===== src/rtl/rmu_pkg.sv =====
package rmu_pkg;

    typedef enum logic {
        KIND_MASKED = 1'b0,
        KIND_RANGE  = 1'b1
    } entry_kind_e;

    function automatic int entry_width(input int key_w, input int data_w);
        return 2 * key_w + data_w + 1;
    endfunction

endpackage


===== src/rtl/rmu_key_expand.sv =====
module rmu_key_expand #(
    parameter int KEY_W = 8
) (
    input  logic [KEY_W-1:0] key,
    input  logic [KEY_W-1:0] sel,
    input  logic [KEY_W-1:0] tern_en,
    output logic [KEY_W-1:0] key_m,
    output logic [KEY_W-1:0] bin_pos,
    output logic [KEY_W-1:0] tern_pos
);
    // step 1: restrict the key to the selected width and split positions
    always_comb begin
        key_m    = key & sel;
        bin_pos  = sel & ~tern_en;
        tern_pos = sel & tern_en;
    end
endmodule


===== src/rtl/rmu_entry_cmp.sv =====
module rmu_entry_cmp
    import rmu_pkg::*;
#(
    parameter int KEY_W = 8
) (
    input  logic [KEY_W-1:0] key_m,
    input  logic [KEY_W-1:0] sel,
    input  logic [KEY_W-1:0] bin_pos,
    input  logic [KEY_W-1:0] tern_pos,
    input  logic [KEY_W-1:0] lo_val,
    input  logic [KEY_W-1:0] hi_care,
    input  logic             ent_vld,
    input  entry_kind_e      kind,
    output logic             match
);
    logic [KEY_W-1:0] care_eff;
    logic [KEY_W-1:0] lo_m;
    logic [KEY_W-1:0] hi_m;
    logic             hit_raw;

    // step 2: one bit of the match vector
    always_comb begin
        lo_m     = lo_val & sel;
        hi_m     = hi_care & sel;
        care_eff = bin_pos | (tern_pos & hi_care);
        if (kind == KIND_RANGE) begin
            hit_raw = (key_m >= lo_m) && (key_m <= hi_m);
        end else begin
            hit_raw = ((key_m ^ lo_val) & care_eff) == '0;
        end
        match = ent_vld & hit_raw;
    end
endmodule


===== src/rtl/rmu_prio_dec.sv =====
module rmu_prio_dec #(
    parameter int N_ENT = 4,
    parameter int IDX_W = 2
) (
    input  logic [N_ENT-1:0] vec,
    output logic             any,
    output logic [IDX_W-1:0] idx
);
    // step 3: lowest set bit wins
    always_comb begin
        any = |vec;
        idx = '0;
        for (int i = N_ENT - 1; i >= 0; i--) begin
            if (vec[i]) begin
                idx = IDX_W'(i);
            end
        end
    end
endmodule


===== src/rtl/row_match_unit.sv =====
module row_match_unit
    import rmu_pkg::*;
#(
    parameter int N_ENT  = 4,
    parameter int KEY_W  = 8,
    parameter int DATA_W = 8,
    localparam int ENT_W  = 2 * KEY_W + DATA_W + 1,
    localparam int IDX_W  = (N_ENT > 1) ? $clog2(N_ENT) : 1,
    localparam int ROW_W  = N_ENT * ENT_W
) (
    input  logic              clk,
    input  logic              rst_n,
    input  logic              in_valid,
    input  logic [KEY_W-1:0]  search_key,
    input  logic [ROW_W-1:0]  row_bus,
    input  logic [KEY_W-1:0]  cfg_key_sel,
    input  logic [KEY_W-1:0]  cfg_tern_en,
    input  logic [N_ENT-1:0]  cfg_range_en,
    input  logic              cfg_data_en,
    output logic              out_valid,
    output logic              out_hit,
    output logic [IDX_W-1:0]  out_idx,
    output logic [DATA_W-1:0] out_data
);
    localparam int HI_OFF  = KEY_W;
    localparam int DAT_OFF = 2 * KEY_W;
    localparam int VLD_OFF = 2 * KEY_W + DATA_W;

    typedef struct packed {
        logic              vld;
        logic              hit;
        logic [IDX_W-1:0]  idx;
        logic [DATA_W-1:0] data;
    } res_t;

    logic [KEY_W-1:0]  key_m;
    logic [KEY_W-1:0]  bin_pos;
    logic [KEY_W-1:0]  tern_pos;
    logic [N_ENT-1:0]  match_vec;
    logic [DATA_W-1:0] ent_data [N_ENT];
    logic              any_hit;
    logic [IDX_W-1:0]  win_idx;
    res_t              res_d;
    res_t              res_q;

    rmu_key_expand #(.KEY_W(KEY_W)) u_expand (
        .key      (search_key),
        .sel      (cfg_key_sel),
        .tern_en  (cfg_tern_en),
        .key_m    (key_m),
        .bin_pos  (bin_pos),
        .tern_pos (tern_pos)
    );

    for (genvar g = 0; g < N_ENT; g++) begin : g_ent
        logic [ENT_W-1:0] ent;
        entry_kind_e      kind;
        assign ent         = row_bus[g*ENT_W +: ENT_W];
        assign ent_data[g] = ent[DAT_OFF +: DATA_W];
        assign kind        = cfg_range_en[g] ? KIND_RANGE : KIND_MASKED;

        rmu_entry_cmp #(.KEY_W(KEY_W)) u_cmp (
            .key_m    (key_m),
            .sel      (cfg_key_sel),
            .bin_pos  (bin_pos),
            .tern_pos (tern_pos),
            .lo_val   (ent[0 +: KEY_W]),
            .hi_care  (ent[HI_OFF +: KEY_W]),
            .ent_vld  (ent[VLD_OFF]),
            .kind     (kind),
            .match    (match_vec[g])
        );
    end

    rmu_prio_dec #(.N_ENT(N_ENT), .IDX_W(IDX_W)) u_dec (
        .vec (match_vec),
        .any (any_hit),
        .idx (win_idx)
    );

    // step 4: result extraction
    always_comb begin
        res_d      = '0;
        res_d.vld  = in_valid;
        res_d.hit  = in_valid & any_hit;
        if (res_d.hit) begin
            res_d.idx = win_idx;
            if (cfg_data_en) begin
                res_d.data = ent_data[win_idx];
            end
        end
    end

    always_ff @(posedge clk or negedge rst_n) begin
        if (!rst_n) begin
            res_q <= '0;
        end else begin
            res_q <= res_d;
        end
    end

    assign out_valid = res_q.vld;
    assign out_hit   = res_q.hit;
    assign out_idx   = res_q.idx;
    assign out_data  = res_q.data;
endmodule


===== config.mk =====
export PLATFORM = sky130hd
export DESIGN_NAME = row_match_unit
export DESIGN_NICKNAME = d
export VERILOG_FILES = /design/src/rtl/rmu_pkg.sv /design/src/rtl/rmu_key_expand.sv /design/src/rtl/rmu_entry_cmp.sv /design/src/rtl/rmu_prio_dec.sv /design/src/rtl/row_match_unit.sv
export SDC_FILE = /design/constraint.sdc
export NUM_CORES = 1
export LEC_CHECK = 0
export ABC_AREA = 1
export CELL_PAD_IN_SITES_DETAIL_PLACEMENT = 0
export CELL_PAD_IN_SITES_GLOBAL_PLACEMENT = 2
export CORE_MARGIN = 2
export CORE_UTILIZATION = 22
export CTS_BUF_LIST = sky130_fd_sc_hd__clkbuf_4
export DETAILED_ROUTE_END_ITERATION = 16
export GPL_ROUTABILITY_DRIVEN = 0
export PLACE_DENSITY_LB_ADDON = 0.12
export RECOVER_POWER = 50
export SLEW_MARGIN = 40
export SYNTH_ARGS = -nofsm -noshare
export SYNTH_HDL_FRONTEND = slang
export SYNTH_SLANG_ARGS = --single-unit

===== constraint.sdc =====
create_clock -name clk -period 0.8 [get_ports clk]
set_clock_uncertainty 0.2 [all_clocks]
set_input_delay 0.2 -clock clk [delete_from_list [all_inputs] [get_ports clk]]
set_output_delay 0.2 -clock clk [all_outputs]
set_load 0.05 [all_outputs]

## Yosys cells after proc, flatten, opt, wreduce, memory -nomap -nowiden

Index checks and enable logic that the tools add are counted.

| cells by class | value |
|---|---|
| order comparisons | 9 |
| muxes and demuxes | 17 |
| bitwise logic cells | 34 |
| reduce and logical (&&, ||, !) cells | 9 |

Operator list:

| cell | number |
|---|---|
| bitwise AND 8 bit | 19 |
| greater-or-equal comparator 8 bit | 4 |
| <= comparator 8 bit | 4 |
| logical NOT 8 bit | 4 |
| bitwise OR 8 bit | 4 |
| bitwise XOR 8 bit | 4 |
| 2-to-1 mux 8 bit | 3 |
| binary-select mux 8 bit (select 2 bit) | 1 |
| 2-to-1 mux 10 bit | 1 |
| 2-to-1 mux 1 bit | 8 |
| 2-to-1 mux 2 bit | 4 |
| NOT 8 bit | 1 |
| bitwise AND 1 bit | 5 |
| logical AND 1 bit | 4 |
| OR reduction 4 bit | 1 |
| greater-or-equal comparator 3 bit (second input constant) | 1 |
| NOT 2 -> 3 bit | 1 |

| storage, ports and cells | value |
|---|---|
| register bits | 12 |
| input bits | 132 |
| output and inout bits | 12 |
| logic and storage cells | 73 |

## Logic depth before layout (Yosys ltp)

| depth | value |
|---|---|
| depth in word-level cells | 17 |
| depth in mapped cells | 21 |
| mapped depth without buffers | 19 |

## By module

A second synthesis with hierarchy kept.

| unflattened totals | value |
|---|---|
| cell total of the unflattened synthesis | 688 |
| area total of the unflattened synthesis | 3,767.4 sq um |

Modules (own cells, without submodules):

| module | instances | cells each | area an instance (sq um) | seq. area each (sq um) |
|---|---|---|---|---|
| rmu_entry_cmp | 4 | 130 | 693.2 | 0.0 |
| row_match_unit | 1 | 111 | 748.2 | 300.3 |
| rmu_key_expand | 1 | 48 | 200.2 | 0.0 |
| rmu_prio_dec | 1 | 9 | 46.3 | 0.0 |

## Worst setup path before layout

Ideal clock, no wire load.

| timing path | value |
|---|---|
| path kind | in2reg |
| from | input cfg_key_sel[4] |
| to | register res_q, in the netlist out_data[7] |
| library setup time | 0.078 ns |
| data arrival time | 2.108 ns |
| required time | 0.522 ns |
| path slack | -1.586 ns |
| cell stages on the path | 18 |
| buffers on the path | 2 |
| cells stage by stage | buf_4 > nand2_2 > inv_1 > ha_1 > nand2_1 > nor2_1 > nand3_1 > nand3b_1 > nand2_1 > nand2_1 > a21oi_2 > nand2_2 > nand2_4 > nand2_4 > buf_6 > nand2_1 > nand3_1 > a21oi_1 |

RTL lines:

| item | RTL line | text |
|---|---|---|
| from (decl) | row_match_unit.sv:16 | `input logic [KEY_W-1:0] cfg_key_sel,` |
| to (signal assigned) | row_match_unit.sv:98 | `res_q <= res_d;` |
| to (decl) | row_match_unit.sv:44 | `res_t res_q;` |

==> summary.json <==
{
  "route.detailed.wl_per_inst": {"value": 14.4, "unit": "um"},
  "antenna_diode_instance_count": {"value": 0},
  "timing.final.crit_share": {"value": 306, "unit": "%"},
  "slowest_stage": {"value": "ha_4"},
  "synth_compound_area_share": {"value": 15.9, "unit": "%"},
  "grt_remaining_overflow": {"value": 0},
  "drtPass1Iterations": {"value": 5},
  "synthCells": {"value": 616},
  "clock_path_buffers": {"value": 2},
  "filler_cell_count": {"value": 1601},
  "drt_iter0_markers": {"value": 204},
  "grt_start_max_net_pins": {"value": 13},
  "finalCriticalPeriod": {"value": 2.45, "unit": "ns"},
  "outcome": {"value": "finished, violations left"},
  "detail_route.drc_violations": {"value": 0},
  "post-synth-top-area-fraction": {"value": 20.8, "unit": "%"},
  "area.growth.synth_to_final": {"value": 105, "unit": "%"},
  "vias_in_the_first_global_route": {"value": 4920},
  "routed_via_density": {"value": 4.48},
  "synth_nets": {"value": 804},
  "failed_checks": {"value": "negative setup slack"},
  "synth-adder-area-share": {"value": 20.0, "unit": "%"},
  "rsz0062_at_grt": {"value": "yes"},
  "fin_ws": {"value": -1.65, "unit": "ns"},
  "initial_core_util": {"value": 22.3, "unit": "%"},
  "worstPathRequired": {"value": 0.79, "unit": "ns"},
  "fin_hold_ws": {"value": 0.0829, "unit": "ns"},
  "synthesis.area_per_instance": {"value": 5.69, "unit": "um^2"},
  "die_area": {"value": 17000, "unit": "um^2"},
  "port-buffer-count": {"value": 143},
  "synth_xor_area_share": {"value": 1.50, "unit": "%"},
  "synthesis.yosys.warnings": {"value": 0},
  "hp-class": {"value": "input port to asynchronous set/reset pin"},
  "postSynthRegisterBits": {"value": 12},
  "synth_simple_gate_area_share": {"value": 41.2, "unit": "%"},
  "fmax": {"value": 409, "unit": "MHz"},
  "clkSinkCount": {"value": 12},
  "grt_pass1_wl": {"value": 24100, "unit": "um"},
  "register_area": {"value": 313, "unit": "um^2"},
  "critPathMostFrequentCell": {"value": "nand2_1"},
  "multi_input_comb_area": {"value": 3560, "unit": "um^2"},
  "finalPower": {"value": 5.63, "unit": "mW"},
  "finalSetupViolCount": {"value": 23},
  "ctsRootBufferMaster": {"value": "clkbuf_4"},
  "worstSetupStartpointType": {"value": "input port"},
  "hpwl": {"value": 12600, "unit": "um"},
  "grt_util_all_layers": {"value": 18.0, "unit": "%"},
  "crit_chain": {"value": "clkdlybuf4s15_2 -> buf_6 -> buf_4 -> nand2_1 -> ha_4 -> a21oi_2 -> nor2_1 -> a211oi_2 -> nand2_1 -> nand2_1 -> nand2_1 -> nand2_2 -> nand2_4 -> nand2_4 -> inv_6 -> a21oi_4 -> nand2_4 -> a21oi_2"},
  "die_w": {"value": 130, "unit": "um"},
  "synth_sequential_area_ratio": {"value": 8.56, "unit": "%"},
  "crit_fanout": {"value": 8},
  "cts.reportedPaths.clkPinSlew": {"value": 0.08, "unit": "ns"},
  "synth.distinct_cells": {"value": 31},
  "synth_cell_area": {"value": 3510, "unit": "um^2"},
  "finalCoreUtilization": {"value": 45.9, "unit": "%"},
  "cp_data_arrival_time": {"value": 2.44, "unit": "ns"},
  "synth_top_family_by_area": {"value": "simple AND/OR/NAND/NOR gates"},
  "cts-buffers-inserted": {"value": 3},
  "portion_of_netlist_area_occupied_by_mux_cells": {"value": 0, "unit": "%"},
  "finalMaxSlewViolations": {"value": 0},
  "ctsHoldBuffers": {"value": 0},
  "tritoncts": {"value": "yes"},
  "power_leakage": {"value": 3.58, "unit": "nW"},
  "cp-end-kind": {"value": "flip-flop"},
  "die_h": {"value": 130, "unit": "um"},
  "worst_path_largest_cell_delay": {"value": 0.22, "unit": "ns"},
  "slew_headroom": {"value": 78.4, "unit": "%"},
  "timing_hold_violations_final": {"value": 0},
  "vdd.ir_drop.worst": {"value": 0.343, "unit": "mV"},
  "core.rowCount": {"value": 46},
  "critPathKind": {"value": "input port to flip-flop"},
  "synthTopCellsByArea": {"value": "nand2_1 21%, ha_1 20%, inv_1 9.8%"},
  "antenna_left": {"value": 0},
  "worst_pin_slew": {"value": 0.322, "unit": "ns"},
  "antenna_found_initial": {"value": 0},
  "drv_cap": {"value": 0},
  "final_net_count": {"value": 1072},
  "layout-drive-gt1-share": {"value": 34.8, "unit": "%"},
  "cts.htree.levels": {"value": 1},
  "drt-total-wl": {"value": 15900, "unit": "um"},
  "core": {"value": 15700, "unit": "um^2"},
  "finalSetupTns": {"value": -22.60, "unit": "ns"},
  "placement.setup.worst_slack": {"value": -2.60, "unit": "ns"},
  "boundaryPins": {"value": 144},
  "power-per-cell-area": {"value": 781, "unit": "nW/um^2"},
  "via_count": {"value": 4925},
  "netlist.top_cell.by_area": {"value": "nand2_1"}
}
==> kinds of logic (layout without fill, tap and decap cells) <==
family,count (synthesis),after routing
AND/OR/NAND/NOR,334,336
buffers and inverters,109,374
AO/OA/AOI/OAI,99,99
adder cells (fa/ha/maj),56,56
flip-flops,12,12
XOR/XNOR,6,6
==> flip-flops by register name, summed over array words and instances (netlist names) <==
signal,cells
out_data,8
out_hit,1
out_idx,2
out_valid,1
==> worst max-delay path, delay by kind of cell <==
family / cells / cell delay (ns)
AO/OA/AOI/OAI: 4 / 0.67
adder cells (fa/ha/maj): 1 / 0.22
buffers and inverters: 4 / 0.53
AND/OR/NAND/NOR: 9 / 0.81
==> report_power, final <==
part | total, mW | switching [mW] | internal [mW]
sequential | 0.695 | 0.0382 | 0.657
clock | 0.424 | 0.197 | 0.227
combinational | 4.51 | 2.25 | 2.26
==> worst max path at each step <==
stage | slack, ns | to | start | cells after the start
after floorplan | -1.56 | out_data[7] | cfg_key_sel[4] | 18
after global placement | -2.52 | out_data[6] | cfg_key_sel[4] | 17
after detailed placement | -2.60 | out_data[4] | cfg_key_sel[4] | 17
after CTS | -1.63 | out_data[1] | search_key[4] | 19
after global routing | -1.76 | out_data[3] | cfg_key_sel[5] | 19
final | -1.65 | out_data[1] | cfg_key_sel[5] | 18
==> cells in the final DEF (no fill, tap or decap), types with 5 or more instances in the layout <==
master           count
clkdlybuf4s50_1     89
buf_6               15
dfrtp_2             10
nor2_2               9
ha_1                25
a21oi_2             15
dlygate4sd2_1       20
xnor2_1              6
nor2_1              43
clkbuf_2             6
nand3_1             37
o21ai_1             11
nand3_2             12
a21oi_1             13
nand3b_1            11
inv_1               87
dlymetal6s2s_1      10
o21ai_0             38
buf_12              17
nand4_1              5
nand2_2             33
nand2_1            158
inv_4                5
nor2_4               6
o21bai_1             8
nand2_4             16
ha_4                31
buf_4              106
==> layer usage <==
layer | share of wire [%] | vias up | track usage [%]
met1 | 45 | 2245 | 23.7
met2 | 49 | 136 | 32.6
li1 | - | 2526 | -
met4 | 1.6 | 0 | 3.98
met3 | 4.0 | 18 | 0.902
met5 | 0 | - | 0
==> what timing repair did <==
action | CTS | global route
endpoints found under the hold margin | 0 | 0
endpoints found under the setup margin | 23 | 23
setup buffers | 30 | 9
pin swaps | 52 | 62
gates cloned | 4 | 0
gates resized for setup | 157 | 83
==> synth_stat cells <==
cell type / instances
buf_2: 4
o21ai_0: 39
a211oi_1: 4
o21ai_1: 10
nand2_2: 10
dfrtp_1: 12
nor2_2: 5
a21boi_1: 1
o21a_1: 4
a21oi_1: 27
o21bai_1: 8
nor2_1: 53
nand2_4: 4
a21oi_2: 2
or2_1: 1
inv_4: 1
xnor2_1: 6
nor3_1: 1
ha_1: 56
inv_1: 92
a21o_1: 2
buf_4: 5
nand4_1: 5
inv_2: 5
buf_6: 2
o211ai_1: 1
nand3_2: 1
nand2_1: 194
nand3_1: 49
o31a_1: 1
nand3b_1: 11
==> metrics by stage <==
step           instances  cell area (um^2)
2_1_floorplan        616              3550
3_3_place_gp        1056              6020
3_5_place_dp        1056              6020
4_1_cts             1091              6810
5_1_grt             1099              7210
6_report            1099              7210
==> area by class of cell <==
| type | instances | area share, % |
|---|---|---|
| repair inverters | 1 | 0.0868 |
| clock buffers | 4 | 0.417 |
| inverters | 98 | 5.50 |
| well taps | 216 | 3.75 |
| repair buffers | 271 | 36.5 |
| flip-flops and latches | 12 | 4.34 |
| multi-input cells | 497 | 49.4 |
(Power assumes the default switching activity.)
